$ cat config.mk
export PLATFORM = sky130hd
export DESIGN_NAME = uart_rx_stat
export DESIGN_NICKNAME = d
export VERILOG_FILES = /design/src/rtl/uart_rx_pkg.sv /design/src/rtl/uart_rx_sync.sv /design/src/rtl/uart_rx_frame.sv /design/src/rtl/uart_rx_regs.sv /design/src/rtl/uart_rx_stat.sv
export SDC_FILE = /design/constraint.sdc
export NUM_CORES = 1
export LEC_CHECK = 0
export ABC_AREA = 1
export BUFFER_PORTS_ARGS = -buffer_cell sky130_fd_sc_hd__buf_4
export CAP_MARGIN = 20
export CELL_PAD_IN_SITES_DETAIL_PLACEMENT = 1
export CELL_PAD_IN_SITES_GLOBAL_PLACEMENT = 1
export CORE_ASPECT_RATIO = 1.75
export CORE_MARGIN = 2
export CORE_UTILIZATION = 43
export DETAILED_ROUTE_END_ITERATION = 8
export PLACE_DENSITY = 0.77
export SLEW_MARGIN = 20
export SYNTH_ARGS = -nofsm -noshare
export SYNTH_HDL_FRONTEND = slang
export SYNTH_HIERARCHICAL = 1
export SYNTH_SLANG_ARGS = --single-unit
export TNS_END_PERCENT = 30
$ cat constraint.sdc
create_clock -name clk -period 2.7 [get_ports clk]
set_input_delay 0.54 -clock clk [delete_from_list [all_inputs] [get_ports clk]]
set_output_delay 0.54 -clock clk [all_outputs]
set_load 0.01 [all_outputs]
$ cat src/rtl/uart_rx_pkg.sv
package uart_rx_pkg;
  localparam logic [1:0] A_DATA = 2'd0;
  localparam logic [1:0] A_STAT = 2'd1;
  localparam logic [1:0] A_CTRL = 2'd2;

  localparam int F_FULL = 0;
  localparam int F_OVR  = 1;
  localparam int F_PAR  = 2;
  localparam int F_FRM  = 3;
  localparam int NFLAGS = 4;

  localparam int C_EN   = 0;
  localparam int C_PEN  = 1;
  localparam int C_PODD = 2;
  localparam int CTRL_W = 3;

  typedef enum logic [2:0] {
    S_IDLE, S_START, S_DATA, S_PAR, S_STOP
  } rx_state_e;
endpackage

$ cat src/rtl/uart_rx_sync.sv
module uart_rx_sync #(
  parameter int STAGES = 2
) (
  input  logic clk,
  input  logic rst_n,
  input  logic din,
  output logic dout
);
  logic [STAGES-1:0] chain_q;

  always_ff @(posedge clk or negedge rst_n) begin
    if (!rst_n) chain_q <= '1;
    else        chain_q <= {chain_q[STAGES-2:0], din};
  end

  assign dout = chain_q[STAGES-1];
endmodule

$ cat src/rtl/uart_rx_frame.sv
module uart_rx_frame
  import uart_rx_pkg::*;
#(
  parameter int DATA_W  = 8,
  parameter int OS_RATE = 16
) (
  input  logic              clk,
  input  logic              rst_n,
  input  logic              run,
  input  logic              tick,
  input  logic              line,
  input  logic              par_en,
  input  logic              par_odd,
  output logic              done,
  output logic [DATA_W-1:0] data,
  output logic              par_err,
  output logic              stop_err,
  output logic              busy
);
  localparam int CW = $clog2(OS_RATE);
  localparam int IW = $clog2(DATA_W);
  localparam logic [CW-1:0] MID  = CW'(OS_RATE / 2 - 1);
  localparam logic [CW-1:0] LAST = CW'(OS_RATE - 1);
  localparam logic [IW-1:0] TOP  = IW'(DATA_W - 1);

  rx_state_e         state_q;
  logic [CW-1:0]     cnt_q;
  logic [IW-1:0]     idx_q;
  logic [DATA_W-1:0] shift_q;
  logic              pbit_q;
  logic              prev_q;

  always_ff @(posedge clk or negedge rst_n) begin
    if (!rst_n) begin
      state_q <= S_IDLE;
      cnt_q   <= '0;
      idx_q   <= '0;
      shift_q <= '0;
      pbit_q  <= 1'b0;
      prev_q  <= 1'b1;
    end else if (!run) begin
      state_q <= S_IDLE;
      cnt_q   <= '0;
      idx_q   <= '0;
      prev_q  <= 1'b1;
    end else if (tick) begin
      prev_q <= line;
      case (state_q)
        S_IDLE: if (prev_q && !line) begin
          state_q <= S_START;
          cnt_q   <= '0;
        end
        S_START: if (cnt_q == MID) begin
          cnt_q   <= '0;
          idx_q   <= '0;
          state_q <= line ? S_IDLE : S_DATA;
        end else cnt_q <= cnt_q + 1'b1;
        S_DATA: if (cnt_q == LAST) begin
          cnt_q   <= '0;
          shift_q <= {line, shift_q[DATA_W-1:1]};
          idx_q   <= idx_q + 1'b1;
          if (idx_q == TOP) state_q <= par_en ? S_PAR : S_STOP;
        end else cnt_q <= cnt_q + 1'b1;
        S_PAR: if (cnt_q == LAST) begin
          cnt_q   <= '0;
          pbit_q  <= line;
          state_q <= S_STOP;
        end else cnt_q <= cnt_q + 1'b1;
        S_STOP: if (cnt_q == LAST) begin
          cnt_q   <= '0;
          state_q <= S_IDLE;
        end else cnt_q <= cnt_q + 1'b1;
        default: state_q <= S_IDLE;
      endcase
    end
  end

  assign done     = run && tick && (state_q == S_STOP) && (cnt_q == LAST);
  assign data     = shift_q;
  assign par_err  = par_en && (pbit_q != ((^shift_q) ^ par_odd));
  assign stop_err = !line;
  assign busy     = (state_q != S_IDLE);
endmodule

$ cat src/rtl/uart_rx_regs.sv
module uart_rx_regs
  import uart_rx_pkg::*;
#(
  parameter int DATA_W = 8
) (
  input  logic              clk,
  input  logic              rst_n,
  input  logic              bus_sel,
  input  logic              bus_wr,
  input  logic              bus_rd,
  input  logic [1:0]        bus_addr,
  input  logic [DATA_W-1:0] bus_wdata,
  output logic [DATA_W-1:0] bus_rdata,
  input  logic              dma_rd,
  input  logic              done,
  input  logic [DATA_W-1:0] fdata,
  input  logic              fpar_err,
  input  logic              fstop_err,
  input  logic              line,
  output logic [DATA_W-1:0] data_q,
  output logic [NFLAGS-1:0] flag_q,
  output logic [CTRL_W-1:0] ctrl_q,
  output logic              irq
);
  logic [NFLAGS-1:0] armed_q, set_v, clr_v;
  logic rd_stat, wr_stat, wr_ctrl;
  logic unused_wbits;

  assign rd_stat = bus_sel && bus_rd && (bus_addr == A_STAT);
  assign wr_stat = bus_sel && bus_wr && (bus_addr == A_STAT);
  assign wr_ctrl = bus_sel && bus_wr && (bus_addr == A_CTRL);
  assign unused_wbits = ^bus_wdata[DATA_W-1:NFLAGS];

  always_comb begin
    set_v = '0;
    if (done) begin
      if (flag_q[F_FULL])            set_v[F_OVR] = 1'b1;
      else if (fpar_err || fstop_err) begin
        set_v[F_PAR] = fpar_err;
        set_v[F_FRM] = fstop_err;
      end else                       set_v[F_FULL] = 1'b1;
    end
    for (int i = 0; i < NFLAGS; i++)
      clr_v[i] = wr_stat && !bus_wdata[i] && armed_q[i];
    clr_v[F_FULL] = clr_v[F_FULL] || dma_rd;
  end

  always_ff @(posedge clk or negedge rst_n) begin
    if (!rst_n) begin
      flag_q  <= '0;
      armed_q <= '0;
    end else begin
      for (int i = 0; i < NFLAGS; i++) begin
        if (set_v[i]) begin
          flag_q[i]  <= 1'b1;
          armed_q[i] <= 1'b0;
        end else if (clr_v[i]) begin
          flag_q[i]  <= 1'b0;
          armed_q[i] <= 1'b0;
        end else if (rd_stat && flag_q[i]) begin
          armed_q[i] <= 1'b1;
        end
      end
    end
  end

  always_ff @(posedge clk or negedge rst_n) begin
    if (!rst_n) begin
      data_q <= '0;
      ctrl_q <= '0;
      irq    <= 1'b0;
    end else begin
      if (done && !flag_q[F_FULL]) data_q <= fdata;
      if (wr_ctrl) ctrl_q <= bus_wdata[CTRL_W-1:0];
      irq <= set_v[F_FULL];
    end
  end

  always_comb begin
    bus_rdata = '0;
    if (dma_rd) bus_rdata = data_q;
    else begin
      case (bus_addr)
        A_DATA: bus_rdata = data_q;
        A_STAT: begin
          bus_rdata[NFLAGS-1:0] = flag_q;
          bus_rdata[DATA_W-1]   = line;
        end
        A_CTRL: bus_rdata[CTRL_W-1:0] = ctrl_q;
        default: bus_rdata = '0;
      endcase
    end
  end
endmodule

$ cat src/rtl/uart_rx_stat.sv
module uart_rx_stat
  import uart_rx_pkg::*;
#(
  parameter int DATA_W      = 8,
  parameter int OS_RATE     = 16,
  parameter int SYNC_STAGES = 2
) (
  input  logic        clk,
  input  logic        rst_n,
  input  logic        os_tick,
  input  logic        rxd,
  input  logic        dma_rd,
  input  logic        bus_sel,
  input  logic        bus_wr,
  input  logic        bus_rd,
  input  logic [1:0]  bus_addr,
  input  logic [7:0]  bus_wdata,
  output logic [7:0]  bus_rdata,
  output logic        irq
);
  logic              line_s, run;
  logic              f_done, f_perr, f_ferr, f_busy;
  logic [DATA_W-1:0] f_data, rx_data;
  logic [NFLAGS-1:0] flags;
  logic [CTRL_W-1:0] ctrl_q;

  assign run = ctrl_q[C_EN] && !(flags[F_OVR] || flags[F_PAR] || flags[F_FRM]);

  uart_rx_sync #(.STAGES(SYNC_STAGES)) u_sync (
    .clk(clk), .rst_n(rst_n), .din(rxd), .dout(line_s)
  );

  uart_rx_frame #(.DATA_W(DATA_W), .OS_RATE(OS_RATE)) u_frame (
    .clk(clk), .rst_n(rst_n), .run(run), .tick(os_tick), .line(line_s),
    .par_en(ctrl_q[C_PEN]), .par_odd(ctrl_q[C_PODD]),
    .done(f_done), .data(f_data), .par_err(f_perr), .stop_err(f_ferr),
    .busy(f_busy)
  );

  uart_rx_regs #(.DATA_W(DATA_W)) u_regs (
    .clk(clk), .rst_n(rst_n),
    .bus_sel(bus_sel), .bus_wr(bus_wr), .bus_rd(bus_rd),
    .bus_addr(bus_addr), .bus_wdata(bus_wdata), .bus_rdata(bus_rdata),
    .dma_rd(dma_rd), .done(f_done), .fdata(f_data),
    .fpar_err(f_perr), .fstop_err(f_ferr), .line(line_s),
    .data_q(rx_data), .flag_q(flags), .ctrl_q(ctrl_q), .irq(irq)
  );
endmodule

==> results by group, run 1 <==
Drt
  – Detailed Routing Iterations Pass 1: 4
  – DRC Markers: 0
  – DRT Wirelength: 5820 um
  – 1st-iter DRT viols: 64
  – Vias post-DR: 2128
  – WL/cell: 13.3 um
  – Post-DR vias/cell: 4.87
  – DRT antenna net count: 0

GRT
  – Largest net degree at the start of global routing: 43
  – Grt ovf: 0
  – Initial antenna violation count: 0
  – First-pass GRT wire length: 9780 um
  – GR Util All Layers: 21.4%
  – Vias in the first global route: 2252

Timing
  – Setup TNS: 0 ns
  – Min Clock Period, post-route: 1.95 ns
  – Slew Limit Fails: 0
  – Max Freq: 512 MHz
  – Final setup fails: 0
  – Final worst path period share: 72.3%
  – Worst-margin pin slew: 0.541 ns
  – Worst rel slew slack: 63.6%
  – Final hold violation count: 0
  – Layout Skew: 0.00493 ns
  – RSZ-0062 raised after global routing: no

Pwr
  – Int Pwr: 990 uW
  – Sequential power share: 47.9%
  – Max VDD drop: 0.000348 V
  – NetSw: 500 uW
  – Net Sw Frac: 33.6%
  – Combinational share of power: 23.2%
  – Clock share of power: 28.9%
  – PwrDens: 540 nW/um2
  – Leakage Power: 0.00149 uW

Setup path
  – Reg2Reg Capture Point: u_regs/armed_q[2]$_DFFE_PN0P_
  – CP required: 2.16 ns
  – FF-to-FF path depth: 10
  – Crit path launch: bus_addr[1]
  – Crit path to: bus_rdata[2]
  – Startpoint types: input pin
  – Reg-to-reg slack, setup: 0.83 ns
  – Crit path capture type: output port
  – Worst R2R Start: u_regs/flag_q[3]$_DFFE_PN0N_
  – Data arrival, critical path: 1.41 ns
  – CP Class: in -> out
  – CP Max Fanout: 6

Synthesis
  – Syn nets: 353
  – Post-Syn Instances: 332
  – Yosys warning total: 6
  – Synth cell count leaders: 122 x nand2_1, 44 x inv_1, 39 x dfrtp_1
  – Most frequent cell after synthesis: nand2_1
  – Cell taking the most area after synthesis: dfrtp_1
  – Post-synth EDFFs: 0
  – Distinct cells, synth: 30
  – Synth Flop Type: dfrtp_1
  – Synthesized flop and latch total: 42
  – Area share of the largest cell type after synthesis: 40.4%
  – Synth Cell Area: 2410 um2
  – Top cells by area, synth: dfrtp_1 40%, nand2_1 19%, inv_1 6.8%, nand3_1 4.6%, nor2_1 4.4%
  – Avg Inst Size Synth: 7.27 um2
  – Register area share after synthesis: 43.7%
  – Share of async-settable or async-resettable flops after synthesis: 100%

Clocking
  – Post-CTS Setup Bufs: 0
  – TritonCTS Buffers: 5
  – TritonCTS clock tree: built
  – Clk Latency, worst-skew pair: 0.31 ns
  – Clock root buffer: clkbuf_8
  – CTS Buffer Depth: 2
  – H-tree depth: 2
  – Hold buffer count at CTS: 0
  – Resized cells post-CTS: 0
  – Total clock sinks: 42
  – Clock slew at reported path FFs: 0.08 ns

Layout
  – # fillers: 735
  – # diodes: 0
  – FF+latch area: 1050 um2
  – Final #Nets: 381
  – Finished Core Util: 50.2%
  – Area grow syn2layout: 14.3%
  – Share of layout cells above drive strength 1: 16.3%
  – Multi-input gate area: 1160 um2

Status
  – Status: finished, final reports clean

Floorplan
  – CORE AREA: 5500 um2
  – Die height: 103 um
  – # IOs: 27
  – Rows: 36
  – Area of the die: 6260 um2
  – Starting Density: 43.9%
  – DIE WIDTH: 60.7 um

Place
  – I/O Buffers: 22
  – Routability cong.: 0.815
  – Post-detail-place hpwl: 4580 um

Job
  – Max-Cap Viols: 0

Hold path
  – HP Class: in -> async
-- state kept, by name, summed over array words and instances (netlist names) --
signal           count
u_frame/cnt_q        4
u_frame/data         8
u_frame/idx_q        3
u_frame/pbit_q       1
u_frame/prev_q       1
u_frame/state_q      3
u_regs/armed_q       4
u_regs/ctrl_q        3
u_regs/data_q        8
u_regs/flag_q        4
u_regs/irq           1
u_sync/chain_q       2
-- worst min-delay path by stage --
stage	from	endpoint	slack, ns	depth (start not counted)
4_1_cts	rst_n	u_frame/data[1]$_DFFE_PN0P_	0.22	1
3_3_place_gp	u_sync/chain_q[0]$_DFF_PN1_	u_sync/chain_q[1]$_DFF_PN1_	0.35	0
5_1_grt	rst_n	u_frame/data[1]$_DFFE_PN0P_	0.25	1
6_report	rst_n	u_regs/data_q[3]$_DFFE_PN0P_	0.21	1
3_5_place_dp	u_sync/chain_q[0]$_DFF_PN1_	u_sync/chain_q[1]$_DFF_PN1_	0.35	0
2_1_floorplan	rst_n	u_frame/cnt_q[0]$_DFFE_PN0P_	0.24	0
-- through the flow --
stage	worst slack, ns	hold slack (ns)	power (uW)	std cells	cell area [um2]
floorplan	1.01	0.244	962	332	2410
global placement	0.776	0.355	1070	429	2670
detailed placement	0.743	0.351	1070	429	2670
CTS	0.740	0.224	1520	437	2760
global route	0.532	0.249	1590	437	2760
finish	0.747	0.211	1490	437	2760
-- power groups by stage --
stage,sequential (uW),clock (uW),combinational (uW)
3_5_place_dp,727,0,348
6_report,714,431,345
2_1_floorplan,713,0,249
3_3_place_gp,726,0,341
5_1_grt,720,476,391
4_1_cts,715,450,350
-- kinds of logic after synthesis --
family | Yosys count | share of synthesized area [%]
buf+inv | 51 | 8.34
flops | 42 | 43.7
simple gates | 194 | 35.9
fa+ha+maj | 3 | 1.55
mux | 1 | 0.466
xor+xnor | 6 | 2.18
compound gates | 35 | 7.93
-- cell usage in the layout (no fill, tap or decap), types with 2 or more instances in the layout --
| master | count |
|---|---|
| nor2_4 | 6 |
| inv_1 | 44 |
| dfrtp_1 | 39 |
| a21oi_2 | 2 |
| xnor2_1 | 2 |
| nand2_2 | 5 |
| nand2_1 | 122 |
| nor2_1 | 28 |
| a21oi_1 | 9 |
| ha_1 | 3 |
| clkbuf_8 | 6 |
| xor2_1 | 4 |
| nand3_2 | 3 |
| o21ai_1 | 6 |
| inv_2 | 4 |
| o21ai_0 | 14 |
| nand2_4 | 2 |
| nand3_1 | 22 |
| nand4_1 | 2 |
| buf_4 | 24 |
| dfstp_2 | 3 |
-- metal layers --
metal / global-route usage (%) / part of all wire [%] / vias up
li1: - / - / 1078
met2: 39.5 / 56 / 34
met3: 5.14 / 3.0 / 11
met1: 21.4 / 38 / 1005
met4: 10.2 / 2.7 / 0
met5: 0 / 0 / -
-- area by class of cell --
class / instances / share of cell area, %
multi-input cells: 239 / 42.0
flip-flops and latches: 42 / 38.2
repair buffers: 24 / 6.53
inverters: 48 / 6.53
well taps: 76 / 3.45
clock buffers: 7 / 3.13
clock inverters: 1 / 0.181
-- worst max-delay path: stages --
cell and delay (ns):
buf_4 0.13, nor2_1 0.32, nand2_1 0.11, nand3_1 0.10, nand2_1 0.05, nand2_1 0.05
buf_4 0.11
Power figures use the tool's default switching activity.
==> run 2, diff against run 1 <==
--- a/config.mk
+++ b/config.mk
@@ -12,9 +12,9 @@
 export CELL_PAD_IN_SITES_GLOBAL_PLACEMENT = 1
 export CORE_ASPECT_RATIO = 1.75
 export CORE_MARGIN = 2
-export CORE_UTILIZATION = 43
+export CORE_UTILIZATION = 38
 export DETAILED_ROUTE_END_ITERATION = 8
-export PLACE_DENSITY = 0.77
+export PLACE_DENSITY = 0.72
 export SLEW_MARGIN = 20
 export SYNTH_ARGS = -nofsm -noshare
 export SYNTH_HDL_FRONTEND = slang
==> constraint.sdc (replaced) <==
create_clock -name clk -period 1.6 [get_ports clk]
set_input_delay 0.32 -clock clk [delete_from_list [all_inputs] [get_ports clk]]
set_output_delay 0.32 -clock clk [all_outputs]
set_load 0.01 [all_outputs]
==> run 2 against run 1 <==
Critical path depth is 3 higher; clock skew increased by 0.0037 ns; hold slack lost 0.22 ns; the run now ends with hold timing, setup timing left; via count increased by 8.5%; critical path type is now reg -> reg; sequential power up 65%; final area up 14%; largest cell class unchanged; critical endpoint is now u_regs/armed_q[2]$_DFFE_PN0P_.
==> results by group, run 2 (synthesis gave the netlist of run 1 again) <==
Layout
  – Most frequent cells in the layout: 109 x nand2_1, 39 x buf_4, 38 x inv_1
  – Final #Nets: 404 (+6.0%)
  – Finished Core Util: 50.9% (+0.70 points)
  – FF+latch area: 1060 um2 (+0.36%)
  – Area grow syn2layout: 30.4%
  – Most common cell after layout, fill and taps aside: nand2_1
  – Post-route cell area: 3150 um2 (+14%)
  – # fillers: 803 (+9.3%)
  – Multi-input gate area: 1300 um2 (+12%)
  – Share of layout cells above drive strength 1: 31.8% (+15 points)
  – # diodes: 0 (unchanged)

Status
  – Failing checks: hold timing, setup timing
  – Status: complete, but fails checks

Place
  – Post-detail-place hpwl: 4870 um (+6.2%)
  – Placed cell areas: 2800 um2 (+4.9%)
  – I/O Buffers: 22 (unchanged)
  – DP Worst Slack: -0.220 ns (-0.962 ns)
  – Routability cong.: 0.740 (-9.2%)

Floorplan
  – # IOs: 27 (unchanged)
  – Rows: 38 (+5.6%)
  – CORE AREA: 6180 um2 (+12%)
  – Die height: 109 um (+6.1%)
  – Area of the die: 7030 um2 (+12%)
  – Starting Density: 39.1% (-4.9 points)
  – DIE WIDTH: 64.3 um (+6.0%)

Drt
  – Detailed Routing Iterations Pass 1: 4 (unchanged)
  – 1st-iter DRT viols: 59 (-7.8%)
  – Vias post-DR: 2308 (+8.5%)
  – DRC Markers: 0 (unchanged)
  – DRT Wirelength: 6920 um (+19%)
  – DRT antenna net count: 0 (unchanged)
  – WL/cell: 14.9 um (+12%)
  – Post-DR vias/cell: 4.97 (+2.1%)

Clocking
  – Clock root buffer: clkbuf_8
  – Clk Latency, worst-skew pair: 0.31 ns (about the same)
  – Total clock sinks: 42 (unchanged)
  – TritonCTS Buffers: 5 (unchanged)
  – Clock slew at reported path FFs: 0.09 ns (about the same)
  – H-tree depth: 2 (unchanged)
  – TritonCTS clock tree: built
  – CTS Buffer Depth: 2 (unchanged)

Setup path
  – CP Class: reg -> reg
  – Startpoint types: register
  – CP required: 1.80 ns (-0.36 ns)
  – CP Max Fanout: 7 (+1)
  – Crit path capture type: register
  – Data arrival, critical path: 1.86 ns (+0.45 ns)

Timing
  – Post-layout worst setup margin: -0.0614 ns (-0.808 ns)
  – Max Freq: 602 MHz
  – Final hold violation count: 8 (+8)
  – RSZ-0062 raised after global routing: yes
  – Final setup fails: 7 (+7)
  – Final worst path period share: 104%
  – Setup TNS: -0.147 ns (-0.147 ns)
  – Layout Skew: 0.00859 ns (+0.00366 ns)
  – Worst-margin pin slew: 0.561 ns (+0.0207 ns)
  – Slew Limit Fails: 0 (unchanged)
  – Worst rel slew slack: 62.6% (-1.0 points)
  – Min Clock Period, post-route: 1.66 ns
  – Min Hold Slack: -0.00829 ns (-0.219 ns)

Pwr
  – Leakage Power: 0.00169 uW (+13%)
  – Pwr Total: 2820 uW (+90%)
  – Max VDD drop: 0.000641 V (+84%)
  – PwrDens: 897 nW/um2 (+66%)

Hold path
  – HP Class: in -> async

GRT
  – Initial antenna violation count: 0 (unchanged)
  – Vias in the first global route: 2499 (+11%)
  – GR Util All Layers: 21.0% (-0.32 points)
  – Largest net degree at the start of global routing: 43 (unchanged)
  – First-pass GRT wire length: 11300 um (+16%)
  – Grt ovf: 0 (unchanged)

Job
  – Max-Cap Viols: 0 (unchanged)
run 2: worst max-delay path: stages (launching register included):
cell and delay, ns:
dfrtp_1 0.38, inv_1 0.07, nand2_2 0.06, nor2_4 0.15, nand2_2 0.09, nor3_4 0.20
inv_2 0.07, nor2_4 0.22, inv_4 0.09, o21ai_2 0.14, nor2_1 0.05
run 2: cell type report:
class	instances	share of cell area [%]
clock buffers	6	2.31
multi-input cells	239	41.3
inverters	48	5.92
well taps	80	3.18
repair buffers	47	12.4
clock inverters	2	1.19
flip-flops and latches	42	33.6
run 2: stage by stage:
stage / hold WS (ns) / instances
after floorplan: 0.0244 / 332
after global placement: 0.346 / 447
after detailed placement: 0.349 / 447
after CTS: 0.0194 / 459
after global routing: 0.0296 / 464
final: -0.00829 / 464
run 2: report_power, final:
group          internal, uW  switching (uW)
Sequential             1130            52.0
Clock                   466             396
Combinational           286             494
run 2: repair_timing:
action / CTS / global route
gates cloned: 1 / 0
endpoints found under the setup margin: 17 / 35
buffers inserted: 3 / 5
hold buffers: 0 / 0
pin swaps: 7 / 12
gates resized for setup: 20 / 42
run 2: worst paths after layout:
kind / endpoint / from / slack, ns / cells past startpoint
worst min register to register: u_sync/chain_q[1]$_DFF_PN1_ / u_sync/chain_q[0]$_DFF_PN1_ / 0.36 / 0
worst max register to register: u_regs/armed_q[2]$_DFFE_PN0P_ / u_regs/flag_q[3]$_DFFE_PN0N_ / -0.06 / 10
min in group clk: u_sync/chain_q[0]$_DFF_PN1_ / rxd / 0.12 / 1
worst max-delay path: u_regs/armed_q[2]$_DFFE_PN0P_ / u_regs/flag_q[3]$_DFFE_PN0N_ / -0.06 / 10
worst min-delay path: u_frame/data[4]$_DFFE_PN0P_ / rst_n / -0.008 / 1
max in group asynchronous: u_regs/ctrl_q[1]$_DFFE_PN0P_ / rst_n / 1.19 / 1
run 2: per-layer routing:
| layer | routed length (um) | global-route usage, % |
|---|---|---|
| met5 | 0 | 0 |
| met4 | 243 | 8.51 |
| met3 | 155 | 3.89 |
| met2 | 4010 | 42.1 |
| met1 | 2510 | 20.7 |
